`src/rtl/iter_mul4.sv`:
```
module iter_mul4 #(
  parameter int W   = 32,
  parameter int DIG = 4
) (
  input  logic                clk,
  input  logic                rst_n,
  input  logic                in_valid,
  input  logic signed [W:0]   op_a,
  input  logic signed [W:0]   op_b,
  output logic [W-1:0]        prod_hi,
  output logic [W-1:0]        prod_lo,
  output logic                out_ready,
  input  logic                proc_done
);

  localparam int ITER = W / DIG;
  localparam int CW   = (ITER > 1) ? $clog2(ITER) : 1;
  localparam int AW   = W + DIG + 3;

  typedef enum logic [1:0] {S_IDLE, S_RUN, S_HOLD} state_t;

  state_t              state;
  logic [CW-1:0]       cnt;
  logic signed [W:0]   mcand;
  logic signed [W:0]   mplier;
  logic signed [AW-1:0] acc;
  logic [W-1:0]        lo;

  logic                last;
  logic signed [DIG:0] digit;
  logic signed [AW-1:0] pp;
  logic signed [AW-1:0] sum;

  // final digit carries the sign bit and is weighted negatively
  assign last  = (cnt == CW'(ITER - 1));
  assign digit = last ? mplier[DIG:0] : {1'b0, mplier[DIG-1:0]};
  assign pp    = $signed({{(AW-W-1){mcand[W]}}, mcand})
               * $signed({{(AW-DIG-1){digit[DIG]}}, digit});
  assign sum   = acc + pp;

  assign prod_hi = acc[W-1:0];
  assign prod_lo = lo;

  always_ff @(posedge clk or negedge rst_n) begin
    if (!rst_n) begin
      state     <= S_IDLE;
      cnt       <= '0;
      mcand     <= '0;
      mplier    <= '0;
      acc       <= '0;
      lo        <= '0;
      out_ready <= 1'b0;
    end else begin
      case (state)
        S_IDLE: begin
          if (in_valid) begin
            mcand  <= op_a;
            mplier <= op_b;
            acc    <= '0;
            lo     <= '0;
            cnt    <= '0;
            state  <= S_RUN;
          end
        end
        S_RUN: begin
          acc    <= sum >>> DIG;
          lo     <= {sum[DIG-1:0], lo[W-1:DIG]};
          mplier <= mplier >>> DIG;
          cnt    <= cnt + 1'b1;
          if (last) begin
            state     <= S_HOLD;
            out_ready <= 1'b1;
          end
        end
        S_HOLD: begin
          if (proc_done) begin
            state     <= S_IDLE;
            out_ready <= 1'b0;
          end
        end
        default: state <= S_IDLE;
      endcase
    end
  end

endmodule

```
`config.mk`:
```
export PLATFORM = sky130hd
export DESIGN_NAME = iter_mul4
export DESIGN_NICKNAME = d
export VERILOG_FILES = /design/src/rtl/iter_mul4.sv
export SDC_FILE = /design/constraint.sdc
export NUM_CORES = 1
export LEC_CHECK = 0
export BUFFER_PORTS_ARGS = -buffer_cell sky130_fd_sc_hd__buf_2
export CORE_MARGIN = 2
export CORE_UTILIZATION = 50
export DETAILED_ROUTE_END_ITERATION = 8
export GPL_TIMING_DRIVEN = 0
export PLACE_DENSITY = 0.7
export RECOVER_POWER = 25
export SYNTH_ARGS = -nofsm -noshare
export SYNTH_HDL_FRONTEND = slang
export SYNTH_SLANG_ARGS = --single-unit
```
`constraint.sdc`:
```
create_clock -name clk -period 7.26 [get_ports clk]
set_input_delay 0.363 -clock clk [delete_from_list [all_inputs] [get_ports clk]]
set_output_delay 0.363 -clock clk [all_outputs]
set_load 0.03 [all_outputs]
```
### Yosys cells after proc, flatten, opt, wreduce, memory -nomap -nowiden

Index checks and enable logic that the tools add are counted.

| storage, ports and cells | value |
|---|---|
| bits in registers | 143 |
| output and inout port bits | 65 |

| cells by class | value |
|---|---|
| $mul | 1 |
| bitwise operators | 1 |
| $add $sub $neg | 2 |
| reduce and logical (&&, ||, !) cells | 8 |
| mux-type cells | 16 |
| equal/unequal tests | 6 |

Operator list:

| kind | count |
|---|---|
| $pmux W39 S2 | 1 |
| $pmux W33 S2 | 1 |
| $pmux W32 S2 | 1 |
| $add A39 B38 Y39 | 1 |
| $mux W39 | 1 |
| $mul A33 B5 Y38 | 1 |
| $mux W33 | 1 |
| $mux W32 | 1 |
| $reduce_and A3 Y1 | 3 |
| $mux W2 | 3 |
| $ne A2 B2 Y1 const B | 3 |
| $pmux W2 S3 | 1 |
| $pmux W3 S2 | 1 |
| $mux W5 | 1 |
| $reduce_and A2 Y1 | 2 |
| $reduce_bool A2 Y1 | 2 |
| $add A3 B1 Y3 const B | 1 |
| $eq A3 B3 Y1 const B | 1 |
| $mux W3 | 1 |
| $eq A2 B1 Y1 const B | 1 |
| $eq A2 B2 Y1 const B | 1 |
| $logic_not A2 Y1 | 1 |
| $mux W1 | 2 |
| $pmux W1 S2 | 1 |
| $not A1 Y1 | 1 |

### Logic depth before layout (Yosys ltp)

| logic depth | value |
|---|---|
| depth in word-level cells | 5 |
| mapped depth | 21 |
| gate-level depth less buffers | 19 |

### Worst setup path before layout

Ideal clock, no wire load.

| path | value |
|---|---|
| path type | flip-flop to flip-flop |
| start | register cnt[0] |
| end | register acc[23] |
| clock period less this slack | 5.033 ns |
| setup time | 0.083 ns |
| stages on the path, launching flop included | 22 |
| arrival time | 4.951 ns |
| slack | 2.227 ns |
| cell sequence | dfrtp_1 -> ha_1 -> ha_1 -> nand2_1 -> clkbuf_1 -> nor2_1 -> fa_1 -> inv_1 -> fa_1 -> fa_1 -> inv_1 -> ha_1 -> ha_1 -> clkbuf_2 -> a211o_1 -> a31oi_1 -> o221ai_2 -> a41oi_1 -> or3_4 -> or2b_1 -> xnor2_1 -> o21ai_0 |

| between the ends | value |
|---|---|
| cells in the longest elaborated chain, start to end | 5 |

RTL lines:

| what | RTL line | RTL |
|---|---|---|
| start, declared | 23 | `logic [CW-1:0] cnt;` |
| start signal, assigned | 69 | `cnt <= cnt + 1'b1;` |
| $eq A3 B3 Y1 | 35 | `assign last = (cnt == CW'(ITER - 1));` |
| $mux W5 | 36 | `assign digit = last ? mplier[DIG:0] : {1'b0, mplier[DIG-1:0]};` |
| $mul A33 B5 Y38 | 38 | `* $signed({{(AW-DIG-1){digit[DIG]}}, digit});` |
| $add A39 B38 Y39 | 39 | `assign sum = acc + pp;` |
| $pmux W39 S2 | 54 | `case (state)` |
| end signal, assigned | 66 | `acc <= sum >>> DIG;` |
| end, declared | 26 | `logic signed [AW-1:0] acc;` |

No other way between the ends.
A chain may end at the register's enable or synchronous reset.

### Worst setup path in the final report

| path | value |
|---|---|
| start | register cnt[0] |
| end | register acc[33] |

Same word-level chain as after synthesis.

==> reports/qor.csv <==
metric,value,unit
yosys_warnings,0,
required,7.56,ns
overflow,0,
synth_nets,1579,
worstMarginPinSlew,3.644,ns
synth.area.top_cells,"dfrtp_1, fa_1, ha_1",
yosysSeqAreaShare,27.99,%
drt_pass1_iterations,5,
setup_viol,0,
slowest_stage,clkbuf_1,
drtIter0Drc,495,
clk_path_buf_depth,2,
cts_tree,yes,
final.setup.tns,0,ns
skew,0.01206,ns
critical_path_class,reg2reg,
synthFlopType,dfrtp_1,
max_freq,156.8,MHz
start_kind,flop,
core-area,0.02439,mm2
cpMostUsedCell,ha_1,
critPathCaptureType,flop,
place.gp.congestion,0.8854,
drc,0,
fp-row-count,57,
die_height,161.7,um
slew_headroom,-142.9,%
drv_cap,2,
setup_slack,0.8818,ns
rsz0062_at_grt,no,
io_buffers,134,
vias,9550,
synth-seq-cells,139,
via_per_inst,5.347,
pre_cts_slack,1.039,ns
final_cell_mix,"inv_1, dfrtp_1, fa_1, and2_1, buf_2",
clock-sinks,139,
synth_area,0.01243,mm2
period_minus_slack,6.378,ns
area_growth,13.65,%
status,"complete, but fails checks",
layout_commonest_cell,inv_1,
cpPeakStageDelay,0.66,ns
path_cells,ha_1 -> ha_1 -> nand2_1 -> clkbuf_1 -> nor2_1 -> fa_1 -> inv_1 -> fa_1 -> fa_1 -> inv_1 -> ha_1 -> ha_1 -> clkbuf_2 -> a211o_1 -> a31oi_1 -> o31a_1 -> o2111ai_1 -> a41o_1 -> a21oi_1 -> xor2_1 -> o21ai_0,
holdCritPathClass,in2reg,
antenna_found_initial,3,
antenna_left,0,
grtUsageTotal,24.52,%
yosys.area.top_type,dfrtp_1,
post-route-period-util,87.85,%
h-tree-depth,4,
grt_pass1_vias,9836,
path_clk_slew,0.07,ns
placedInstanceArea,0.01354,mm2
synth.avg_cell_area,9.612,um2
violations,"capacitance limit, slew limit",
dieArea,0.02613,mm2
synth_edf_count,0,
netlist.area_leader.share,27.99,%
die_width,161.7,um
postLayoutCellArea,0.01412,mm2
drv_slew,142,
routed_wirelength,30450,um
async_flop_share,100.0,%
ys_types,52,
start_util,50.95,%
cp_data_arrival_time,6.68,ns
cts_resized,0,
hpwl,23650,um
post_cts_buffers,0,
cts_buffers,17,
worst_path_dominant_cell_family,adder cells,
synthCells,1293,
cp_max_fo,10,
routedWlPerCell,17.05,um
drive_gt1_share,15.74,%
grt_max_degree,73,
cts_root_buffer,clkbuf_16,
insertion_delay,0.44,ns
worst-path-buf-inv,4,
final_core_util,57.91,%
io_pins,135,
hold_viol_final,0,
grt_pass1_wl,50340,um
nets,1734,
synthesized netlist by cell type (5+ instances only):
| cell type | number |
|---|---|
| buf_4 | 32 |
| o21ai_0 | 85 |
| nand4_1 | 9 |
| nor2b_1 | 6 |
| fa_1 | 137 |
| and2_1 | 130 |
| clkbuf_1 | 51 |
| xor2_1 | 18 |
| and3_1 | 5 |
| a21o_1 | 13 |
| ha_1 | 79 |
| xnor2_1 | 18 |
| a21oi_1 | 47 |
| inv_1 | 203 |
| nor3_1 | 6 |
| or2_2 | 5 |
| mux2_2 | 34 |
| a22o_1 | 36 |
| nand2_1 | 100 |
| nor2_1 | 43 |
| o21a_1 | 7 |
| a22oi_1 | 30 |
| dfrtp_1 | 139 |
| nand3_1 | 10 |
cell type report:
type,count,area (um2)
tap,324,405.4
buffer,88,451.7
clock inverter,15,195.2
sequential,139,3478
fill,2173,10270
multi-input combinational,863,7736
clock buffer,17,425.4
timing repair buffer,136,668.1
inverter,203,762.0
antenna,1,2.502
layer usage:
layer  part of all wire (%)  global-route usage [%]
met1                     44                   33.78
met2                     48                   39.59
met3                    6.0                   4.699
met4                    2.1                   7.763
met5                  0.089                       0
state kept, by name (all words and copies together) (netlist names):
register,cells
acc,35
cnt,3
mcand,33
mplier,33
out_ready,1
prod_lo,32
state,2
per-stage QoR:
stage,hold WS [ns],cells
detailed placement,0.4036,1752
CTS,0.09190,1785
finish,0.1096,1786
global route,0.1009,1785
global placement,0.4613,1751
floorplan,0.06741,1293
timing repair:
action,in CTS,in global routing
endpoints found under the hold margin,67,0
endpoints found under the setup margin,0,0
hold buffers,1,0
final timing paths:
check / start / end / slack, ns / depth (start not counted)
max in group asynchronous: rst_n / mcand[28] / 2.23 / 3
worst min-delay path: proc_done / state[1] / 0.11 / 2
min in group asynchronous: rst_n / mcand[7] / 1.72 / 2
worst min register to register: mplier[9] / mplier[9] / 0.48 / 2
worst max register to register: cnt[0] / acc[33] / 0.88 / 21
worst max-delay path: cnt[0] / acc[33] / 0.88 / 21
cell families after synthesis:
group / after synthesis / share of synthesized area, %
buffers and inverters: 291 / 9.765
AOI/OAI and AO/OA: 254 / 13.32
xor gates and xnor gates: 36 / 2.537
DFF: 139 / 27.99
and+or+nand+nor: 323 / 13.29
muxes: 34 / 3.081
adders and majority gates: 216 / 30.02
Power is left out: the tool's default activity adds up to more than one toggle a clock period on the data nets, which glitch-free logic cannot reach.
